$ cat src/rtl/tp_pkg.sv
package tp_pkg;
   localparam int TRIM_W = 8;
   typedef logic [TRIM_W-1:0] trim_t;
   localparam trim_t TRIM_DEFAULT = 8'hD2;
endpackage

$ cat src/rtl/tp_window.sv
module tp_window #(
   parameter int WINDOW = 1015808,
   parameter int TRIM_W = 8,
   localparam int WIN_W = $clog2(WINDOW)
) (
   input  logic              clk,
   input  logic              rst,
   input  logic [TRIM_W-1:0] trim,
   input  logic              bypass,
   output logic              adv,
   output logic [WIN_W-1:0]  pos
);
   localparam logic [WIN_W-1:0] LAST = WIN_W'(WINDOW - 1);

   generate
      if (WINDOW <= (1 << TRIM_W)) begin : g_bad_window
         $error("WINDOW must exceed the largest trim value");
      end
   endgenerate

   logic [WIN_W-1:0] trim_ext;
   assign trim_ext = {{(WIN_W-TRIM_W){1'b0}}, trim};

   always_ff @(posedge clk) begin
      if (rst)              pos <= '0;
      else if (pos == LAST) pos <= '0;
      else                  pos <= pos + 1'b1;
   end

   assign adv = bypass | (pos >= trim_ext);


   window_wrap_chk: assert property (@(posedge clk) disable iff (rst)
      (pos == LAST) |=> (pos == '0));
endmodule

$ cat src/rtl/tp_phase_acc.sv
module tp_phase_acc #(
   parameter int ACC_W = 15,
   parameter int INC   = 100
) (
   input  logic clk,
   input  logic rst,
   input  logic adv,
   output logic wrap,
   output logic tick
);
   generate
      if (INC <= 0 || INC >= (1 << ACC_W)) begin : g_bad_inc
         $error("INC must lie between 1 and 2**ACC_W-1");
      end
   endgenerate

   logic [ACC_W-1:0] acc;
   logic [ACC_W:0]   sum;

   assign sum  = {1'b0, acc} + (ACC_W+1)'(INC);
   assign wrap = adv & sum[ACC_W];

   always_ff @(posedge clk) begin
      if (rst) begin
         acc  <= '0;
         tick <= 1'b0;
      end else begin
         if (adv) acc <= sum[ACC_W-1:0];
         tick <= wrap;
      end
   end


   tick_single_chk: assert property (@(posedge clk) disable iff (rst)
      tick |=> !tick);

   hold_acc_chk: assert property (@(posedge clk) disable iff (rst)
      !adv |=> $stable(acc));
endmodule

$ cat src/rtl/tp_cal_pulse.sv
module tp_cal_pulse #(
   parameter int HI_CYC = 65,
   localparam int CNT_W = $clog2(HI_CYC + 1)
) (
   input  logic clk,
   input  logic rst,
   input  logic start,
   output logic wave
);
   generate
      if (HI_CYC == 0) begin : g_none
         assign wave = 1'b0;
      end else begin : g_cnt
         logic [CNT_W-1:0] left;
         always_ff @(posedge clk) begin
            if (rst)             left <= '0;
            else if (start)      left <= CNT_W'(HI_CYC);
            else if (left != '0) left <= left - 1'b1;
         end
         assign wave = (left != '0);
      end
   endgenerate
endmodule

$ cat src/rtl/trimmed_prescaler.sv
module trimmed_prescaler #(
   parameter int           WINDOW   = 1015808,
   parameter int           ACC_W    = 15,
   parameter int           INC      = 100,
   parameter int           DUTY_PCT = 20,
   parameter tp_pkg::trim_t TRIM_RST = tp_pkg::TRIM_DEFAULT
) (
   input  logic       clk,
   input  logic       rst,
   input  logic       trim_we,
   input  logic [7:0] trim_data,
   input  logic       trim_lock,
   input  logic       no_correct,
   output logic       tick,
   output logic       cal_wave
);
   import tp_pkg::*;
   localparam int HI_CYC = ((1 << ACC_W) * DUTY_PCT) / (INC * 100);
   localparam int WIN_W  = $clog2(WINDOW);

   generate
      if (DUTY_PCT < 0 || DUTY_PCT > 100) begin : g_bad_duty
         $error("DUTY_PCT must lie between 0 and 100");
      end
   endgenerate

   trim_t            trim_q;
   logic             adv;
   logic             wrap;
   logic [WIN_W-1:0] win_pos;

   always_ff @(posedge clk) begin
      if (rst)                        trim_q <= TRIM_RST;
      else if (trim_we && !trim_lock) trim_q <= trim_data;
   end

   tp_window #(.WINDOW(WINDOW), .TRIM_W(TRIM_W)) u_window (
      .clk(clk), .rst(rst), .trim(trim_q), .bypass(no_correct),
      .adv(adv), .pos(win_pos));

   tp_phase_acc #(.ACC_W(ACC_W), .INC(INC)) u_acc (
      .clk(clk), .rst(rst), .adv(adv), .wrap(wrap), .tick(tick));

   tp_cal_pulse #(.HI_CYC(HI_CYC)) u_cal (
      .clk(clk), .rst(rst), .start(wrap), .wave(cal_wave));


   reset_quiet_chk: assert property (@(posedge clk)
      rst |=> (!tick && !cal_wave));

   lock_hold_chk: assert property (@(posedge clk) disable iff (rst)
      (trim_lock && trim_we) |=> $stable(trim_q));

   bypass_adv_chk: assert property (@(posedge clk) disable iff (rst)
      no_correct |-> adv);

   wave_start_chk: assert property (@(posedge clk) disable iff (rst)
      $rose(cal_wave) |-> tick);

   early_window_chk: assert property (@(posedge clk) disable iff (rst)
      !adv |-> (win_pos < WIN_W'(trim_q)));
endmodule

$ cat config.mk
export PLATFORM = sky130hd
export DESIGN_NAME = trimmed_prescaler
export DESIGN_NICKNAME = d
export VERILOG_FILES = /design/src/rtl/tp_pkg.sv /design/src/rtl/tp_window.sv /design/src/rtl/tp_phase_acc.sv /design/src/rtl/tp_cal_pulse.sv /design/src/rtl/trimmed_prescaler.sv
export SDC_FILE = /design/constraint.sdc
export NUM_CORES = 1
export LEC_CHECK = 0
export BUFFER_PORTS_ARGS = -buffer_cell sky130_fd_sc_hd__buf_4
export CORE_MARGIN = 2
export CORE_UTILIZATION = 53
export DETAILED_ROUTE_END_ITERATION = 6
export PLACE_DENSITY_LB_ADDON = 0.2
export SLEW_MARGIN = 30
export SYNTH_ARGS = -nofsm -noshare
export SYNTH_HDL_FRONTEND = slang
export SYNTH_SLANG_ARGS = --single-unit
$ cat constraint.sdc
create_clock -name clk -period 2 [get_ports clk]
set_clock_uncertainty 0.2 [all_clocks]
set_input_delay 0.1 -clock clk [delete_from_list [all_inputs] [get_ports clk]]
set_output_delay 0.1 -clock clk [all_outputs]
set_load 0.02 [all_outputs]
Word level (Yosys, flattened, before mapping)
Index checks and enable logic that the tools add are counted.
- flip-flop bits (word level): 51
- input port bits: 13
- output and inout port bits: 2
- word-level logic and storage cells: 21
- add/subtract/negate cells: 3
- order comparisons: 1
- equality and inequality tests: 1
- multiplexer cells: 2
- bitwise gates (word level): 2
- reductions and logical operators: 6
- operators with widths (kind ; count):
    $add 20x1->20 const B ; 1
    $eq 20x20->1 const B ; 1
    $ge 20x8->1 ; 1
    $add 15x7->16 const B ; 1
    $mux 7 ; 2
    $reduce_bool 7->1 ; 1
    $sub 7x1->7 const B ; 1
    $reduce_or 2->1 ; 2
    $reduce_bool 2->1 ; 1
    $and 1x1->1 ; 1
    $logic_and 1x1->1 ; 1
    $logic_not 1->1 ; 1
    $or 1x1->1 ; 1

Logic depth before layout (Yosys ltp)
Gate-level depths: netlist (run 1).
- depth in word-level cells: 4
- mapped depth: 9
- gate-level depth less buffers: 8

By module
From an unflattened synthesis (run 1), not the netlist that was laid out.
- cell total of the unflattened synthesis: 281
- area, all modules: 2560.0 µm²
- by module, submodules not included (module ; instances ; cells an instance ; area each (µm²) ; sequential area each (µm²)):
    tp_window ; 1 ; 132 ; 1181.1 ; 400.4
    tp_phase_acc ; 1 ; 73 ; 661.9 ; 280.3
    tp_cal_pulse ; 1 ; 41 ; 366.6 ; 140.1
    trimmed_prescaler ; 1 ; 35 ; 350.3 ; 160.2

Worst setup path after synthesis (run 1)
OpenSTA, ideal clock, no wires.
- path kind: register to register
- start point: register u_window.pos[0]
- end point: register u_acc.acc[14]
- setup time: 0.121 ns
- arrival: 1.664 ns
- data required time: 1.679 ns
- path slack: 0.015 ns
- stages on the path, launching flop included: 9
- path buffers: 0
- period minus slack after synthesis: 1.985 ns
- cells stage by stage: dfxtp_1 inv_1 ha_1 nor2_1 a21oi_1 o31ai_1 nand2_1 and3b_1 mux2_4
- cells in the longest elaborated chain, start to end: 2
- RTL lines (what ; line ; source):
    start, declared ; tp_window.sv:11 ; output logic [WIN_W-1:0] pos
    start signal, assigned ; tp_window.sv:27 ; else pos <= pos + 1'b1;
    $ge 20x8->1 ; tp_window.sv:30 ; assign adv = bypass | (pos >= trim_ext);
    $or 1x1->1 ; tp_window.sv:30 ;
    end signal, assigned ; tp_phase_acc.sv:28 ; if (adv) acc <= sum[ACC_W-1:0];
    end, declared ; tp_phase_acc.sv:17 ; logic [ACC_W-1:0] acc;
Every way passes these cells.
A chain may end at the register's enable or synchronous reset.

Worst setup path after layout (run 1)
- start point: register u_window.pos[0]
- end point: register u_acc.acc[9]
The elaborated chain is that of the path after synthesis.

==> flow_summary.ini, run 1 <==
[routing]
drt_first_pass_iters = 4
drtIter0Drc = 83
drc_errors = 0
drt-total-wl_um = 5350
routedWlPerCell_um = 14.2
vias = 2017
vias_per_cell = 5.36
ant_nets = 0

[setup_path]
path_cells = inv_2 > ha_4 > nor2_2 > a21oi_1 > o31ai_1 > buf_4 > buf_4 > buf_6 > a21oi_4 > xnor2_1 > nor2_1
critPathSlowestCell = dfxtp_2
cp_common_cell = buf_4
crit_buf_inv = 4
cpPeakStageDelay_ns = 0.36
crit_arrival_ns = 2.12
start_kind = flip-flop
crit_fanout = 7
crit_required_ns = 1.99
cp_top_family = buffers and inverters
path_class = flip-flop to flip-flop
endpoint_kind = flip-flop

[clock_network]
path_clk_slew_ns = 0.09
htreeDepth = 2
insertion_delay_ns = 0.30
cts_tree = yes
clk_path_buf_depth = 2
cts_made_buffers = 5
cts.sinks = 49
cts-root-buf = clkbuf_8

[logic_synthesis]
ys_types = 40
ys_seq_area_frac = 0.427
syn_inst = 263
syn_nets = 287
synth_area_per_cell_um2 = 8.73
yosys_warnings = 0
synth-xor-area-share = 0.118
syn_area_um2 = 2290
yosys.area.top_type = dfxtp_1
synth-simple-area-share = 0.237
synth-adder-area-share = 0.0600
ys_top_cells_by_area = dfxtp_1 (43%), nor2_1 (9.5%), xnor2_1 (6.9%)
ys_seq_elements = 49
synth_compound_area_frac = 0.101
synth_top_family_by_area = simple AND/OR/NAND/NOR gates
synth_mux_area_frac = 0.0158
yosysTopAreaCellShare = 0.427

[global_routing]
grt_pass1_wl_um = 8080
grt_max_degree = 34
antenna_found_initial = 0
grtUsageTotal = 0.201
grt.overflow.total = 0
grt_pass1_vias = 1880

[floorplanning]
start_util = 0.562
die_h_um = 69.8
num_rows = 23
io_pins = 15
die_area_um2 = 4870
die_w_um = 69.8
core-area_um2 = 4090

[pwr]
p_leak_nw = 1.35
power.total_mw = 2.51
power_density_nw_per_um2 = 789
vdd_ir_drop_max_v = 0.000582

[timing]
final.setup.worst_slack_ns = -0.138
fin_crit_sh = 1.07
fmax_mhz = 468
drv_slew = 0
rsz0062_at_grt = yes
relSlewSlack = 0.754
final_hold_viol_count = 0
setup_viol = 5
period_needed_ns = 2.14
tightest_slew_ns = 0.369

[placed_design]
gp_congestion = 0.780
dp_hpwl_um = 3010
place_ws_ns = -0.0643
portBuffers = 14

[layout]
drive_gt1_frac = 0.356
antenna_cells = 0
nets = 349
area_delta_synth_final_pct = 38.8

[flow_run]
drv_cap = 0

[status]
status = finished, violations left
violations = negative setup slack

[worst_hold_path]
hold_class = input pin to flip-flop
-- cell families (layout without fill, tap and decap cells) --
logic type,after synthesis,in the layout
and+or+nand+nor,114,114
DFF,49,49
AOI/OAI and AO/OA,34,34
xor gates and xnor gates,31,31
buffers and inverters,21,84
adders and majority gates,11,11
muxes,3,3
-- metrics by stage --
step                      instances  cell area [µm²]  utilization  hold WS (ns)  setup TNS (ns)
after floorplan                 263             2290            -        0.0178               0
after global placement          348             2640        0.646         0.102         -0.0459
after detailed placement        348             2640        0.646         0.106          -0.217
after CTS                       374             2950        0.722         0.104         -0.0502
after global routing            376             3180        0.779         0.173           -1.55
final                           376             3180        0.779         0.139          -0.250
-- state kept, by name, summed over array words and instances (netlist names) --
name              count
trim_q                8
u_acc.acc            13
u_acc.tick            1
u_cal.g_cnt.left      7
u_window.pos         20
-- area by class of cell --
type | instances | area (µm²)
Timing Repair Buffer | 64 | 539
Clock inverter | 1 | 5.00
Clock buffer | 7 | 96.3
Multi-Input combinational cell | 193 | 1440
Sequential cell | 49 | 996
Tap cell | 50 | 62.6
Fill cell | 257 | 902
Inverter | 12 | 45.0
-- cells in the mapped netlist, drive strengths merged --
| library cell | number |
|---|---|
| a21oi | 17 |
| clkbuf | 4 |
| a22oi | 1 |
| a21o | 1 |
| and3b | 2 |
| and2 | 1 |
| a41o | 1 |
| mux2 | 2 |
| xor2 | 13 |
| or4 | 1 |
| nor4 | 4 |
| dfxtp | 49 |
| nand4 | 5 |
| a211o | 6 |
| a221oi | 1 |
| mux2i | 1 |
| inv | 12 |
| ha | 11 |
| nand3b | 1 |
| a21boi | 2 |
| and3 | 7 |
| nor2 | 58 |
| nor3 | 1 |
| nand2 | 16 |
| buf | 5 |
| nand3 | 11 |
| o31ai | 2 |
| nor2b | 3 |
| xnor2 | 18 |
| or3 | 2 |
| o21ai | 3 |
| and4 | 2 |
-- what timing repair did --
item	4_1_cts	5_1_grt
pin swaps	4	23
hold endpoints to repair	24	0
setup endpoints to repair	9	22
buffers inserted	5	3
gates resized for setup	9	55
gates cloned	0	0
hold buffers	13	0
-- layer usage --
metal,GRT usage,vias to the layer above,wire [µm]
li1,-,1012,-
met1,0.240,951,2440
met2,0.359,42,2640
met3,0.0407,12,170
met4,0.0641,0,94
met5,0,-,0
-- cell usage in the layout (no fill, tap or decap), types with 3 or more instances in the layout --
cell	instances
dlygate4sd3_1	13
xor2_1	13
clkbuf_8	7
buf_6	7
a21oi_1	9
nand4_1	4
inv_2	8
xnor2_1	16
a21oi_2	5
a21oi_4	3
nor2b_1	3
nand3_1	11
dfxtp_2	12
inv_1	4
buf_4	44
nor4_2	3
nor2_1	56
ha_1	4
ha_4	7
a211o_1	5
nand2_1	13
dfxtp_1	37
and3_1	7
-- worst register-to-register path: stages, from the launching register on --
cell and delay (ns):
dfxtp_2 0.36, inv_2 0.05, ha_4 0.23, nor2_2 0.10
a21oi_1 0.06, o31ai_1 0.23, buf_4 0.20, buf_4 0.13
buf_6 0.10, a21oi_4 0.05, xnor2_1 0.22, nor2_1 0.08
-- report_power, final --
group | internal, mW | total, mW | leakage, nW | switching (mW)
Clock | 0.313 | 0.642 | 0.0542 | 0.329
Combinational | 0.381 | 0.720 | 0.898 | 0.340
Sequential | 1.07 | 1.15 | 0.401 | 0.0831
Total | 1.76 | 2.51 | 1.35 | 0.752
-- path summary, 6_finish.rpt --
| path | from | cells after the start | endpoint | slack [ns] |
|---|---|---|---|---|
| min | trim_lock | 5 | trim_q[1] | 0.14 |
| max reg2reg | u_window.pos[0] | 11 | u_acc.acc[9] | -0.14 |
| min reg2reg | u_cal.g_cnt.left[6] | 2 | u_cal.g_cnt.left[6] | 0.28 |
| max | u_window.pos[0] | 11 | u_acc.acc[9] | -0.14 |
No activity file was read; power rests on OpenSTA's default activity.
==> inputs of run 2 (changes only) <==
--- a/config.mk
+++ b/config.mk
@@ -7,7 +7,7 @@
 export LEC_CHECK = 0
 export BUFFER_PORTS_ARGS = -buffer_cell sky130_fd_sc_hd__buf_4
 export CORE_MARGIN = 2
-export CORE_UTILIZATION = 53
+export CORE_UTILIZATION = 38
 export DETAILED_ROUTE_END_ITERATION = 6
 export PLACE_DENSITY_LB_ADDON = 0.2
 export SLEW_MARGIN = 30
==> run 2 against run 1 <==
  * Final cell count grew 6.4%
  * Sequential cell count did not move
  * The run still ends with negative setup slack left
  * Worst hold slack got worse by 0.028 ns
  * Critical path type unchanged
  * First-iteration DRC count decreased by 25%
  * Critical path depth is 2 lower
  * Largest power group unchanged
  * Clock power decreased by 16%
  * Sequential share of layout area rose by 0.33 points
  * Sequential power about the same
  * Power decreased by 4.8%
  * Die area rose by 37%
  * Utilization decreased by 25 points
==> flow_summary.ini, run 2 (synthesis results as in run 1) <==
[status]
status = finished, violations left
violations = negative setup slack

[setup_path]
startpoint = trim_q[2]
rrSetupSlack_ns = -0.01
endpoint_kind = flip-flop
crit_path_end = u_cal.g_cnt.left[1]
critPathSlowestCell = a211o_4
r2r-start = trim_q[2]
reg2regPathDepth = 9
crit_required_ns = 2.00
crit_fanout = 6
path_cells = inv_2 > ha_1 > o21ai_2 > a21oi_2 > o31ai_1 > buf_4 > buf_12 > a211o_4 > and3b_1
crit_arrival_ns = 2.01
worstReg2RegEnd = u_cal.g_cnt.left[1]
start_kind = flip-flop
path_class = flip-flop to flip-flop
cpPeakStageDelay_ns = 0.37

[placed_design]
dp_hpwl_um = 3210
dp.cells = 378
portBuffers = 14
gp_congestion = 0.725
post_dp_cell_area_um2 = 2720

[timing]
final_hold_viol_count = 0
period_needed_ns = 2.01
fmax_mhz = 497
fin_crit_sh = 1.01
relSlewSlack = 0.744
rsz0062_at_grt = yes
tightest_slew_ns = 0.384
setup_viol = 4
final.setup.worst_slack_ns = -0.0136
drv_slew = 0

[layout]
fin_area_um2 = 3140
final_common_cell = nor2_1
nets = 350
final_cell_mix = nor2_1 (55), buf_4 (50), dfxtp_1 (39)
top_regs = u_window.pos (20), u_acc.acc (13), trim_q (8)
area_delta_synth_final_pct = 37.0
largest_reg_flops = 20
drive_gt1_frac = 0.332
stdcell_count = 400
fillCellCount = 543
top_register = u_window.pos
antenna_cells = 0

[clock_network]
cts_made_buffers = 5
cts.sinks = 49
cts-root-buf = clkbuf_8
htreeDepth = 2
insertion_delay_ns = 0.30
cts_tree = yes
path_clk_slew_ns = 0.09
clk_path_buf_depth = 2

[global_routing]
grt_pass1_vias = 1851
grt_pass1_wl_um = 8170
antenna_found_initial = 0
grt_max_degree = 34
grtUsageTotal = 0.159
grt.overflow.total = 0

[pwr]
power_density_nw_per_um2 = 761
vdd_ir_drop_max_v = 0.000707
power.total_mw = 2.39
p_leak_nw = 1.33

[worst_hold_path]
hold_class = input pin to flip-flop

[floorplanning]
num_rows = 28
start_util = 0.390
die_h_um = 81.7
io_pins = 15
core-area_um2 = 5890
die_area_um2 = 6680
die_w_um = 81.7

[routing]
routedWlPerCell_um = 12.2
drt-total-wl_um = 4870
drtIter0Drc = 62
drt_first_pass_iters = 4
drc_errors = 0
vias = 1961
ant_nets = 0
vias_per_cell = 4.90

[flow_run]
drv_cap = 0
-- run 2: stage by stage --
step	utilization	hold slack [ns]	setup slack (ns)	TNS (ns)
3_3_place_gp	0.462	0.106	-0.0454	-0.256
2_1_floorplan	-	0.0178	0.0148	0
5_1_grt	0.534	0.127	-0.107	-1.02
4_1_cts	0.510	0.0946	-0.0600	-0.149
3_5_place_dp	0.462	0.107	-0.0628	-0.425
6_report	0.534	0.111	-0.0136	-0.0329
-- run 2: how the worst min path moves through the flow --
stage            startpoint         to  slack (ns)  cells after the start
6_report          trim_lock  trim_q[6]        0.11                      5
5_1_grt           trim_lock  trim_q[6]        0.13                      5
4_1_cts           trim_lock  trim_q[1]        0.09                      5
3_5_place_dp   trim_data[6]  trim_q[6]        0.11                      2
3_3_place_gp   trim_data[1]  trim_q[1]        0.11                      2
2_1_floorplan  trim_data[1]  trim_q[1]        0.02                      1
-- run 2: worst max-delay path: cells and delay by family (launching register included) --
kind	cells	cell delay [ns]
AOI/OAI and AO/OA	4	0.60
buffers and inverters	3	0.34
DFF	1	0.33
adders and majority gates	1	0.28
and+or+nand+nor	1	0.17
-- run 2: what timing repair did --
item | in CTS | in global routing
resized for setup | 16 | 31
buffers inserted | 1 | 3
pin swaps | 8 | 14
endpoints found under the setup margin | 9 | 28
cloned | 0 | 1
hold buffers | 12 | 0
endpoints found under the hold margin | 16 | 0
-- run 2: final cells by class --
cell class | count | area, µm² | share of cell area
Multi-Input combinational cell | 194 | 1410 | 0.449
Sequential cell | 49 | 993 | 0.316
Timing Repair Buffer | 64 | 527 | 0.168
Tap cell | 75 | 93.8 | 0.0299
Clock buffer | 5 | 68.8 | 0.0219
Inverter | 12 | 45.0 | 0.0143
Clock inverter | 1 | 5.00 | 0.00159
-- run 2: power by group --
part	internal, mW	switching [mW]
Sequential	1.07	0.0761
Combinational	0.389	0.321
Clock	0.231	0.308
-- run 2: routing by layer --
metal  routed length, µm  share of wire  track usage  vias up
met2                2390           0.49        0.280       31
li1                    -              -            -     1019
met1                2240           0.46        0.191      905
met4                  61          0.013       0.0500        0
met5                   0              0            0        -
met3                 177          0.036       0.0396        6
==> inputs of run 3 (changes only) <==
--- a/config.mk
+++ b/config.mk
@@ -7,9 +7,11 @@
 export LEC_CHECK = 0
 export BUFFER_PORTS_ARGS = -buffer_cell sky130_fd_sc_hd__buf_4
 export CORE_MARGIN = 2
-export CORE_UTILIZATION = 38
+export CORE_UTILIZATION = 53
+export CTS_CLUSTER_DIAMETER = 50
 export DETAILED_ROUTE_END_ITERATION = 6
 export PLACE_DENSITY_LB_ADDON = 0.2
+export REMOVE_ABC_BUFFERS = 1
 export SLEW_MARGIN = 30
 export SYNTH_ARGS = -nofsm -noshare
 export SYNTH_HDL_FRONTEND = slang
==> run 3 against run 2 <==
  * The run still ends with negative setup slack left
  * Utilization grew 22 points
  * Largest cell class unchanged
  * Routed wire length rose by 3.3%
  * First-iteration DRC count rose by 29%
  * Largest power group unchanged
==> flow_summary.ini, run 3 (synthesis results as in run 1) <==
[status]
status = finished, violations left
violations = negative setup slack

[routing]
routedWlPerCell_um = 13.6
drtIter0Drc = 80
drt_first_pass_iters = 5
m1WireLength_um = 2270
drt-total-wl_um = 5030
maxUsedRoutingLayer = met4
met2_length_um = 2500
vias = 1960
vias_per_cell = 5.31
drc_errors = 0
route.met3.wl_um = 144
ant_nets = 0

[placed_design]
place_ws_ns = -0.0948
portBuffers = 14
dp_hpwl_um = 2970
gp_congestion = 0.738

[timing]
drv_slew = 0
final.setup.worst_slack_ns = -0.0921
relSlewSlack = 0.749
setup_viol = 8
rsz0062_at_grt = yes
period_needed_ns = 2.09
fin_hold_ws_ns = 0.111
final_hold_viol_count = 0
fin_crit_sh = 1.05
fmax_mhz = 478
fin_tns_setup_ns = -0.271
tightest_slew_ns = 0.377

[floorplanning]
die_h_um = 69.8
start_util = 0.562
io_pins = 15
die_area_um2 = 4870
num_rows = 23
core-area_um2 = 4090
die_w_um = 69.8

[layout]
area_delta_synth_final_pct = 34.2
fillCellCount = 302
top_register = u_window.pos
top_regs = u_window.pos (20), u_acc.acc (13), trim_q (8)
antenna_cells = 0
final_common_cell = nor2_1
final_util = 0.754
nets = 342
final_cell_mix = nor2_1 (55), buf_4 (42), dfxtp_1 (41)
drive_gt1_frac = 0.317
largest_reg_flops = 20

[setup_path]
crit_required_ns = 2.00
path_cells = inv_2 > ha_4 > nor2_2 > a21oi_2 > o31ai_4 > nand2_2 > and3b_1 > mux2_4
crit_arrival_ns = 2.09
crit_buf_inv = 1
endpoint_kind = flip-flop
critPathSlowestCell = o31ai_4
path_class = flip-flop to flip-flop
start_kind = flip-flop
cpPeakStageDelay_ns = 0.40
crit_fanout = 6
cp_top_family = compound AO/OA/AOI/OAI gates

[clock_network]
path_clk_slew_ns = 0.09
cts_made_buffers = 5
cts.sinks = 49
insertion_delay_ns = 0.31
cts_tree = yes
cts-root-buf = clkbuf_8
htreeDepth = 2
clk_path_buf_depth = 2

[global_routing]
antenna_found_initial = 0
grt_pass1_vias = 1904
grt_max_degree = 34
grtUsageTotal = 0.212
grt_pass1_wl_um = 8340
grt.overflow.total = 0

[worst_hold_path]
hold_class = input pin to flip-flop

[pwr]
p_leak_nw = 1.30
vdd_ir_drop_max_v = 0.000507
power_density_nw_per_um2 = 786

[flow_run]
drv_cap = 0
==> run 3: cell types whose count changed in the layout (fill, tap and decap cells not counted), moves of 2 or more <==
cell	previous run	this run
buf_4	50	42
inv_1	4	7
a21oi_1	15	12
dfxtp_1	39	41
inv_2	8	5
a21oi_2	1	4
dfxtp_2	10	8
==> run 3: final cells by class <==
type / instances / area [µm²] / area share
Clock buffer: 5 / 68.8 / 0.0223
Tap cell: 50 / 62.6 / 0.0203
Sequential cell: 49 / 991 / 0.322
Timing Repair Buffer: 57 / 468 / 0.152
Clock inverter: 3 / 17.5 / 0.00569
Inverter: 12 / 45.0 / 0.0146
Multi-Input combinational cell: 193 / 1430 / 0.463
==> run 3: per-layer routing <==
metal / vias up / track usage
met5: - / 0
met4: 0 / 0.0705
met3: 13 / 0.0465
met2: 24 / 0.364
met1: 932 / 0.262
li1: 991 / -
==> run 3: report_power, final <==
part           internal [mW]  switching, mW  total (mW)
sequential              1.07         0.0846        1.15
clock                  0.242          0.339       0.581
combinational          0.370          0.317       0.687
==> run 3: final timing paths <==
check	start	to	slack (ns)	cells after the start
max	u_window.pos[0]	u_acc.acc[14]	-0.09	8
min	trim_lock	trim_q[4]	0.11	5
max reg2reg	u_window.pos[0]	u_acc.acc[14]	-0.09	8
min reg2reg	u_cal.g_cnt.left[6]	u_cal.g_cnt.left[6]	0.28	2
==> run 3: tightest hold or removal path: cells and delay by family <==
| kind | cells | cell delay (ns) |
|---|---|---|
| AOI/OAI and AO/OA | 1 | 0.09 |
| and+or+nand+nor | 2 | 0.13 |
| buffers and inverters | 2 | 0.27 |
==> run 3: repair_timing <==
item                                   CTS  global route
pin swaps                                2            21
setup endpoints to repair                8            22
buffers inserted                         2             3
hold buffers                            13             0
endpoints found under the hold margin   24             0
resized for setup                        6            43
==> run 3: through the flow <==
stage / instances / instance area, µm² / power [mW]
floorplan: 254 / 2250 / 1.50
global placement: 345 / 2620 / 1.63
detailed placement: 345 / 2620 / 1.66
CTS: 368 / 2900 / 2.27
global route: 369 / 3080 / 2.59
finish: 369 / 3080 / 2.42
